$ cat config.mk
export PLATFORM = sky130hd
export DESIGN_NAME = sirq_agent
export DESIGN_NICKNAME = d
export VERILOG_FILES = /design/src/rtl/sirq_pkg.sv /design/src/rtl/sirq_req_map.sv /design/src/rtl/sirq_frame_seq.sv /design/src/rtl/sirq_drive.sv /design/src/rtl/sirq_agent.sv
export SDC_FILE = /design/constraint.sdc
export NUM_CORES = 1
export LEC_CHECK = 0
export BUFFER_PORTS_ARGS = -buffer_cell sky130_fd_sc_hd__buf_2
export CAP_MARGIN = 20
export CORE_ASPECT_RATIO = 1.75
export CORE_MARGIN = 3
export CORE_UTILIZATION = 45
export CTS_CLUSTER_SIZE = 25
export DETAILED_ROUTE_END_ITERATION = 8
export GPL_TIMING_DRIVEN = 0
export PLACE_DENSITY_LB_ADDON = 0.2
export SLEW_MARGIN = 10
export SYNTH_ARGS = -nofsm -noshare
export SYNTH_HDL_FRONTEND = slang
export SYNTH_HIERARCHICAL = 1
export SYNTH_SLANG_ARGS = --single-unit
$ cat constraint.sdc
create_clock -name clk -period 3.6 [get_ports clk]
set_clock_uncertainty 0.15 [all_clocks]
set_input_delay 0.9 -clock clk [delete_from_list [all_inputs] [get_ports clk]]
set_output_delay 0.9 -clock clk [all_outputs]
set_load 0.05 [all_outputs]
$ cat src/rtl/sirq_pkg.sv
// Shared types of the serial interrupt slave agent.
// Assumes nothing beyond IEEE 1800-2017 enums.
package sirq_pkg;

    // Bus-level position of the agent within one serial cycle.
    typedef enum logic [2:0] {
        ST_IDLE  = 3'd0,  // line idle, waiting for a start pulse
        ST_START = 3'd1,  // start pulse in progress
        ST_DATA  = 3'd2,  // data frame train running
        ST_STOPW = 3'd3,  // frames done, waiting for the stop pulse
        ST_STOPL = 3'd4   // stop pulse in progress, width being counted
    } sirq_state_e;

    // Clock within a three-clock data frame.
    typedef enum logic [1:0] {
        PH_SAMPLE = 2'd0,
        PH_RECOV  = 2'd1,
        PH_TURN   = 2'd2
    } sirq_phase_e;

endpackage

$ cat src/rtl/sirq_req_map.sv
// Request mapper: turns the interrupt vector, SMI and polarity controls
// into one active-low value per serial frame (bit k-1 feeds frame k).
// Assumes frame 1 is unused, SHARED_SLOT is shared between the SMI and
// its own interrupt, and INV_SLOT carries the invertible interrupt.
module sirq_req_map #(
    parameter int NUM_SLOTS   = 16,
    parameter int SHARED_SLOT = 3,
    parameter int INV_SLOT    = 9
) (
    input  logic [NUM_SLOTS-1:0] irq_req_n,
    input  logic                 smi_req_n,
    input  logic                 smi_en,
    input  logic                 irq8_invert,
    output logic [NUM_SLOTS-1:0] slot_val_n
);

    // One mapping cell per frame, the variant chosen by frame position.
    for (genvar gi = 0; gi < NUM_SLOTS; gi++) begin : g_slot
        if (gi == 0) begin : g_unused
            assign slot_val_n[gi] = 1'b1;
        end else if (gi == SHARED_SLOT - 1) begin : g_shared
            assign slot_val_n[gi] = smi_en ? smi_req_n : irq_req_n[gi];
        end else if (gi == INV_SLOT - 1) begin : g_invert
            assign slot_val_n[gi] = irq_req_n[gi] ^ irq8_invert;
        end else begin : g_plain
            assign slot_val_n[gi] = irq_req_n[gi];
        end
    end

endmodule

$ cat src/rtl/sirq_frame_seq.sv
// Frame sequencer: follows the shared line through start pulse, data
// frames and stop pulse, and decodes the stop width into the bus mode.
// Assumes the line input is already synchronous to the bus clock.
module sirq_frame_seq
    import sirq_pkg::*;
#(
    parameter int NUM_SLOTS   = 16,
    parameter int STOP_W      = 4,
    parameter int QUIET_MAX_W = 2,
    localparam int SLOT_W     = $clog2(NUM_SLOTS + 1)
) (
    input  logic              clk,
    input  logic              rst_n,
    input  logic              line_i,
    output sirq_state_e       state_q,
    output sirq_phase_e       phase_q,
    output logic [SLOT_W-1:0] slot_q,
    output logic              quiet_q,
    output logic              capture
);

    logic [STOP_W-1:0] width_q;

    // Requests are frozen in the clock where the start pulse ends.
    assign capture = (state_q == ST_START) && line_i;

    // Cycle state, frame position, stop width and bus mode.
    always_ff @(posedge clk) begin
        if (!rst_n) begin
            state_q <= ST_IDLE;
            phase_q <= PH_TURN;
            slot_q  <= '0;
            quiet_q <= 1'b0;
            width_q <= '0;
        end else begin
            case (state_q)
                ST_IDLE: begin
                    if (!line_i) state_q <= ST_START;
                end
                ST_START: begin
                    if (line_i) begin
                        state_q <= ST_DATA;
                        phase_q <= PH_TURN;
                        slot_q  <= '0;
                    end
                end
                ST_DATA: begin
                    case (phase_q)
                        PH_SAMPLE: phase_q <= PH_RECOV;
                        PH_RECOV:  phase_q <= PH_TURN;
                        default: begin
                            if (slot_q == SLOT_W'(NUM_SLOTS)) begin
                                state_q <= ST_STOPW;
                            end else begin
                                phase_q <= PH_SAMPLE;
                                slot_q  <= slot_q + SLOT_W'(1);
                            end
                        end
                    endcase
                end
                ST_STOPW: begin
                    if (!line_i) begin
                        state_q <= ST_STOPL;
                        width_q <= STOP_W'(1);
                    end
                end
                ST_STOPL: begin
                    if (line_i) begin
                        quiet_q <= (width_q <= STOP_W'(QUIET_MAX_W));
                        state_q <= ST_IDLE;
                    end else if (width_q != '1) begin
                        width_q <= width_q + STOP_W'(1);
                    end
                end
                default: state_q <= ST_IDLE;
            endcase
        end
    end

endmodule

$ cat src/rtl/sirq_drive.sv
// Line driver: holds the frozen request picture and decides, each clock,
// whether to pull the line low, restore it high or leave it released.
// Assumes the sequencer's state, phase and frame index are registered.
module sirq_drive
    import sirq_pkg::*;
#(
    parameter int NUM_SLOTS = 16,
    localparam int SLOT_W   = $clog2(NUM_SLOTS + 1),
    localparam int IDX_W    = $clog2(NUM_SLOTS)
) (
    input  logic                 clk,
    input  logic                 rst_n,
    input  sirq_state_e          state_q,
    input  sirq_phase_e          phase_q,
    input  logic [SLOT_W-1:0]    slot_q,
    input  logic                 quiet_q,
    input  logic                 capture,
    input  logic [NUM_SLOTS-1:0] slot_val_n,
    output logic                 drv_oe,
    output logic                 drv_val
);

    logic [NUM_SLOTS-1:0] snap_q;
    logic                 drove_q;
    logic [SLOT_W-1:0]    slot_m1;
    logic                 cur_n;
    logic                 data_low;
    logic                 pending;

    // Frozen value of the frame currently on the bus.
    always_comb begin
        slot_m1 = slot_q - SLOT_W'(1);
        cur_n   = (slot_q == '0) ? 1'b1 : snap_q[slot_m1[IDX_W-1:0]];
    end

    assign data_low = (state_q == ST_DATA) && (phase_q == PH_SAMPLE) && !cur_n;
    assign pending  = (slot_val_n != snap_q);

    // Snapshot of the transmitted picture and the low-drive memory.
    always_ff @(posedge clk) begin
        if (!rst_n) begin
            snap_q  <= '1;
            drove_q <= 1'b0;
        end else begin
            if (capture) snap_q <= slot_val_n;
            drove_q <= data_low;
        end
    end

    // Line drive: sample low, recovery high, or a one-clock self start.
    always_comb begin
        drv_oe  = 1'b0;
        drv_val = 1'b1;
        if (data_low) begin
            drv_oe  = 1'b1;
            drv_val = 1'b0;
        end else if ((state_q == ST_DATA) && (phase_q == PH_RECOV) && drove_q) begin
            drv_oe  = 1'b1;
            drv_val = 1'b1;
        end else if ((state_q == ST_IDLE) && quiet_q && pending) begin
            drv_oe  = 1'b1;
            drv_val = 1'b0;
        end
    end

endmodule

$ cat src/rtl/sirq_agent.sv
// Serial interrupt slave agent top: maps requests to frames, follows the
// bus cycle and drives the shared line through enable and value outputs.
// Assumes an external wired-low line whose level returns on sirq_i.
module sirq_agent
    import sirq_pkg::*;
#(
    parameter int NUM_SLOTS   = 16,
    parameter int SHARED_SLOT = 3,
    parameter int INV_SLOT    = 9,
    parameter int STOP_W      = 4,
    parameter int QUIET_MAX_W = 2
) (
    input  logic                 clk,
    input  logic                 rst_n,
    input  logic [NUM_SLOTS-1:0] irq_req_n,
    input  logic                 smi_req_n,
    input  logic                 smi_en,
    input  logic                 irq8_invert,
    input  logic                 sirq_i,
    output logic                 sirq_oe,
    output logic                 sirq_o
);

    localparam int SLOT_W = $clog2(NUM_SLOTS + 1);

    logic [NUM_SLOTS-1:0] slot_val_n;
    sirq_state_e          seq_state;
    sirq_phase_e          seq_phase;
    logic [SLOT_W-1:0]    seq_slot;
    logic                 seq_quiet;
    logic                 seq_capture;

    sirq_req_map #(
        .NUM_SLOTS  (NUM_SLOTS),
        .SHARED_SLOT(SHARED_SLOT),
        .INV_SLOT   (INV_SLOT)
    ) u_map (
        .irq_req_n  (irq_req_n),
        .smi_req_n  (smi_req_n),
        .smi_en     (smi_en),
        .irq8_invert(irq8_invert),
        .slot_val_n (slot_val_n)
    );

    sirq_frame_seq #(
        .NUM_SLOTS  (NUM_SLOTS),
        .STOP_W     (STOP_W),
        .QUIET_MAX_W(QUIET_MAX_W)
    ) u_seq (
        .clk    (clk),
        .rst_n  (rst_n),
        .line_i (sirq_i),
        .state_q(seq_state),
        .phase_q(seq_phase),
        .slot_q (seq_slot),
        .quiet_q(seq_quiet),
        .capture(seq_capture)
    );

    sirq_drive #(
        .NUM_SLOTS(NUM_SLOTS)
    ) u_drv (
        .clk       (clk),
        .rst_n     (rst_n),
        .state_q   (seq_state),
        .phase_q   (seq_phase),
        .slot_q    (seq_slot),
        .quiet_q   (seq_quiet),
        .capture   (seq_capture),
        .slot_val_n(slot_val_n),
        .drv_oe    (sirq_oe),
        .drv_val   (sirq_o)
    );

endmodule

==> run metrics, run 1 <==
number of flops mapped to enable cells by yosys=0; Synth top area share=32.38%; sequential area share after synthesis=32.38%; CP Max Fanout=2; CTS tree=done; ys async rst share=0%; Worst Path Required=2.55 ns; Register-to-Register Path Depth=7; CTS Sinks=32; Pins Over Slew Limit=0; number of H-tree levels=2; Worst R2R Setup Slack=1.25 ns; fmax=285.1 MHz; dominant cell type by area after synthesis=dfxtp_1; Reg clk slew, reported paths=0.06 ns; Wirelength per Cell=14.47 um; RD Place Congestion=0.7656; Worst Path Arrival=2.46 ns; share of layout cells above drive strength 1=22.88%; final worst-path setup slack=0.09279 ns; vias per inst=5.407; Worst IR Drop VDD=278.6 uV; Initial DRC Count=23; Longest Clk Path Bufs=2; Synth Flop Type=dfxtp_1; vias post-DR=1,541; number of global-route vias before repair=1,526; RR Startpoint=u_seq/state_q[0]$_SDFFE_PN0P_; total gr overflow=0; Pwr Density=341.2 nW/um^2; worst path bufs/invs=2; Top delay family on crit path=simple AND/OR/NAND/NOR gates; final setup fails=0; leak pwr=0.8130 nW; antenna viol nets, final=0; hold slack=0.3532 ns; Post-synth top cells=dfxtp_1, nand2_1, mux2i_1; Starting Density=47.22%; initial antenna violation count=0; critical path's slowest cell=or3_1; Hold Path Origin=u_seq/slot_q[4]$_SDFFE_PN0P_; Hold/Removal Path Class=flop to flop; synth warn=6; status=completed; first-pass GRT wire length=7.024 mm; Row Count=31; # hold bufs at CTS=0; Worst-Skew Late Latency=0.28 ns; Die ar.=5259 um^2; Synth cell types=52; critical-path cell list=buf_2 -> mux2_4 -> xnor2_1 -> nand4_1 -> nor4_4 -> nor4_2 -> or3_1 -> buf_6; dpl ws=-0.1274 ns; n_diodes=0; Crit. End Element=primary output; Layout area overhead=13.54%; period utilization=97.42%; Synth Net Count=244; critical path's largest stage delay=0.34 ns; Nets=263; netlist area before placement=1978 um^2; top cells by area, synth=dfxtp_1, mux2i_1, xnor2_1; Final Util=53.61%; most common cell in the synthesized netlist=dfxtp_1; drt drc=0; placed instance area=2074 um^2; maxcap violations=0; Die Wd=56.12 um; # IOs=24; WS Path Type=input pin to primary output; Total GRT Usage=17.26%; Die H=93.71 um; Total Wirelength=4.125 mm; synthesis-stage register bit count=32; Hold Path Sink=u_seq/slot_q[4]$_SDFFE_PN0P_; PortBufs=7; min Tclk post-route=3.507 ns; Worst Hold Depth=2; Startpoint Class=input pin; DRT Pass-1 Iters=4; Mapped Avg Cell Area=9.116 um^2; Hold Fails Final Rpt=0; detailed placer's ending HPWL=3.083 mm; RR Endpoint=u_drv/snap_q[10]$_SDFFE_PN1P_; largest net degree at the start of global routing=13; CTS root buf=clkbuf_8; fin area=2246 um^2; Num CTS Buffers=5; Mapped Cells=217; CORE AREA=4189 um^2; fillcell total=405
[power by group]
group          switching [W]  leakage, nW  internal [W]
clock network       0.000130       0.0410      0.000131
registers          0.0000159        0.262      0.000367
logic              0.0000562        0.510     0.0000655
total               0.000202        0.813      0.000564
[final cells by class]
type	instances	area [um^2]	area share [%]
Buffer	24	153.9	6.852
Multi-Input combinational cell	150	1187	52.87
Tap cell	49	61.31	2.730
Clock buffer	6	72.57	3.231
Sequential cell	32	645.6	28.75
Timing Repair Buffer	12	78.83	3.510
Inverter	11	41.29	1.838
Clock inverter	1	5.005	0.2228
[worst reg2reg max path: stages (launching register included)]
cell	delay, ns
dfxtp_1	0.38
buf_2	0.22
nand4bb_2	0.21
inv_1	0.15
clkbuf_1	0.39
buf_2	0.39
mux2i_1	0.26
nand2_1	0.07
[how the worst max path moves through the flow]
stage               slack (ns)                    startpoint  depth (start not counted)       to
CTS                       0.01                        smi_en                          8  sirq_oe
global route             -0.02  u_seq/slot_q[1]$_SDFFE_PN0P_                          8  sirq_oe
finish                    0.09                        smi_en                          8  sirq_oe
floorplan                 0.20                        smi_en                          6   sirq_o
detailed placement       -0.13  u_seq/slot_q[0]$_SDFFE_PN0P_                          8  sirq_oe
global placement         -0.09  u_seq/slot_q[0]$_SDFFE_PN0P_                          8  sirq_oe
[cell usage in the layout, fill, tap and decap left out, drive strengths merged, types with 2 or more instances in the layout]
master and count:
inv 11, o31ai 2, o21ai 4, mux4 3, nor4b 3, mux2i 20, o211ai 3, buf 30
nand4bb 2, nor4 2, o22ai 2, or3 7, a21oi 11, or4 2, nand4 4, a311oi 2
or4b 2, clkbuf 12, xnor2 18, dfxtp 32, nor3 5, and2b 2, nor2 4, nand2b 3
ha 5, nand2 23, nand3 3
[sequential cells by signal (all words and copies together) (netlist names)]
name           count
u_seq/quiet_q      1
u_seq/width_q      4
u_seq/state_q      3
u_drv/drove_q      1
u_seq/slot_q       5
u_seq/phase_q      2
u_drv/snap_q      16
[routing by layer]
metal | share of wire [%] | global-route usage, % | vias to the layer above
met2 | 55 | 31.84 | 22
met3 | 3.5 | 3.439 | 6
li1 | - | - | 792
met4 | 2.1 | 8.317 | 0
met5 | 0 | 0 | -
met1 | 39 | 18.31 | 721
[what timing repair did]
item	in CTS	in global routing
gates resized for setup	8	3
pin swaps	1	3
endpoints found under the setup margin	2	2
setup buffers	1	4
[metrics by stage]
step	instances	setup TNS (ns)	power (W)
finish	285	0	0.0007662
global route	285	-0.01639	0.0008033
CTS	281	0	0.0007743
detailed placement	273	-0.1395	0.0005060
global placement	273	-0.08953	0.0005045
floorplan	217	0	0.0004815
[cells by family after synthesis]
family	count (synthesis)	share of synthesized area [%]
AND/OR/NAND/NOR	72	21.89
adder cells (fa/ha/maj)	5	3.163
flip-flops	32	32.38
multiplexers	24	14.29
other	1	0.1896
buffers and inverters	35	9.867
XOR/XNOR	19	8.792
AO/OA/AOI/OAI	29	9.424
Note: power is estimated with default switching activity, not from simulation.
==> run 2: changes to the inputs <==
Clock period 3.6 ns to 3.9 ns, I/O delays scaled along.
==> run metrics, run 2 (synthesis results as in run 1) <==
PortBufs=7; Pwr Density=321.4 nW/um^2; Startpoint Class=input pin; min Tclk post-route=3.735 ns; Die ar.=5259 um^2; CTS root buf=clkbuf_8; Total GRT Usage=17.01%; max FFs per register=16; share of layout cells above drive strength 1=20.78%; unrepaired setup endpoints after global routing=false; Reg power frac=50.6%; fin area=2182 um^2; total gr overflow=0; Layout area overhead=10.31%; Nets=258; CP Max Fanout=2; Row Count=31; number of H-tree levels=2; drt drc=0; largest net degree at the start of global routing=13; fmax=267.7 MHz; Die Wd=56.12 um; Reg clk slew, reported paths=0.06 ns; detailed placer's ending HPWL=3.083 mm; number of global-route vias before repair=1,510; Die H=93.71 um; Starting Density=47.22%; CORE AREA=4189 um^2; Longest Clk Path Bufs=2; setup tns final=0 ns; Regs by FF count=u_drv/snap_q x16, u_seq/slot_q x5, u_seq/width_q x4; most used cell, CP=buf_2; largest reg by FF count=u_drv/snap_q; post-CTS setup buffers=0; period utilization=95.77%; DRT Pass-1 Iters=4; commonest cells after routing, fill and taps aside=dfxtp_1, nand2_1, mux2i_1, xnor2_1, buf_4; Num CTS Buffers=5; clock share of power=34.4%; Pins Over Slew Limit=0; Worst IR Drop VDD=257.1 uV; critical path's slowest cell=or3_1; Initial DRC Count=20; Worst Path Required=2.77 ns; WS Path Type=input pin to primary output; maxcap violations=0; status=completed; CTS tree=done; Hold/Removal Path Class=flop to flop; antenna viol nets, final=0; # IOs=24; net switching power=0.0001844 W; RD Place Congestion=0.7656; Final Util=52.09%; commonest non-fill, non-tap cell in the layout=dfxtp_1; Total Wirelength=4.010 mm; final setup fails=0; vias per inst=5.368; placed instance area=2074 um^2; Worst-Skew Late Latency=0.28 ns; internal power=0.0005168 W; vias post-DR=1,503; n_diodes=0; critical-path cell list=buf_2 -> xor2_1 -> xnor2_1 -> nand4_1 -> nor4_2 -> nor4_1 -> or3_1 -> buf_2; initial antenna violation count=0; Crit. End Element=primary output; Hold Fails Final Rpt=0; critical path's largest stage delay=0.36 ns; Wirelength per Cell=14.32 um; Comb pwr share=15.0%; leak pwr=0.7700 nW; first-pass GRT wire length=6.920 mm; sw frac=26.30%; CTS Sinks=32; Worst Path Arrival=2.61 ns
[run 2: cell count changes in the layout (fill, tap and decap cells not counted)]
cell / previous run / this run
a31oi_1: 1 / 0
a31oi_2: 0 / 1
buf_2: 8 / 9
buf_4: 19 / 14
buf_6: 2 / 1
dfxtp_1: 30 / 31
dfxtp_2: 1 / 0
ha_2: 0 / 1
ha_4: 1 / 0
nor4_1: 0 / 1
nor4_4: 1 / 0
[run 2: cell type report]
class | instances | area, um^2
clock inverter | 1 | 5.005
multi-input combinational | 150 | 1169
fill | 416 | 2007
buffer | 24 | 153.9
sequential | 32 | 644.4
tap | 49 | 61.31
clock buffer | 6 | 72.57
inverter | 11 | 41.29
timing repair buffer | 7 | 35.03
[run 2: timing repair]
item                                    4_1_cts  5_1_grt
pin swaps                                     0        1
gates resized for setup                       2        4
endpoints found under the setup margin        2        2
hold buffers                                  0        0
[run 2: per-layer routing]
metal	vias to the layer above	part of all wire [%]	global-route usage (%)
met3	6	3.4	3.439
met1	697	39	17.88
met4	0	2.1	8.317
met2	21	55	31.45
met5	-	0	0
li1	779	-	-
[run 2: final timing paths]
kind	startpoint	endpoint	slack (ns)	cells after the start
hold / removal	u_seq/slot_q[4]$_SDFFE_PN0P_	u_seq/slot_q[4]$_SDFFE_PN0P_	0.35	2
setup reg to reg	u_seq/state_q[1]$_SDFFE_PN0P_	u_drv/snap_q[10]$_SDFFE_PN1P_	1.60	7
setup / recovery	irq8_invert	sirq_oe	0.16	8
hold reg to reg	u_seq/slot_q[4]$_SDFFE_PN0P_	u_seq/slot_q[4]$_SDFFE_PN0P_	0.35	2
[run 2: power groups by stage]
stage	logic, W	clock network [W]	registers (W)
after floorplan	0.0000866	0	0.000358
after global placement	0.000104	0	0.000362
after detailed placement	0.000105	0	0.000362
after CTS	0.000106	0.000251	0.000355
after global routing	0.000118	0.000261	0.000357
final	0.000105	0.000241	0.000355
[run 2: worst max-delay path, delay by kind of cell]
kind | cells | cell delay [ns]
AND/OR/NAND/NOR | 4 | 0.92
XOR/XNOR | 2 | 0.38
buffers and inverters | 2 | 0.32
[run 2: stage by stage]
stage                     cells  hold slack [ns]  total power (W)  setup slack (ns)
after floorplan             217           0.3091        0.0004444            0.3455
after global placement      273           0.3393        0.0004657           0.09753
after detailed placement    273           0.3494        0.0004671           0.09763
after CTS                   280           0.3578        0.0007122         0.0006384
after global routing        280           0.3915        0.0007358          0.001550
final                       280           0.3533        0.0007013            0.1648
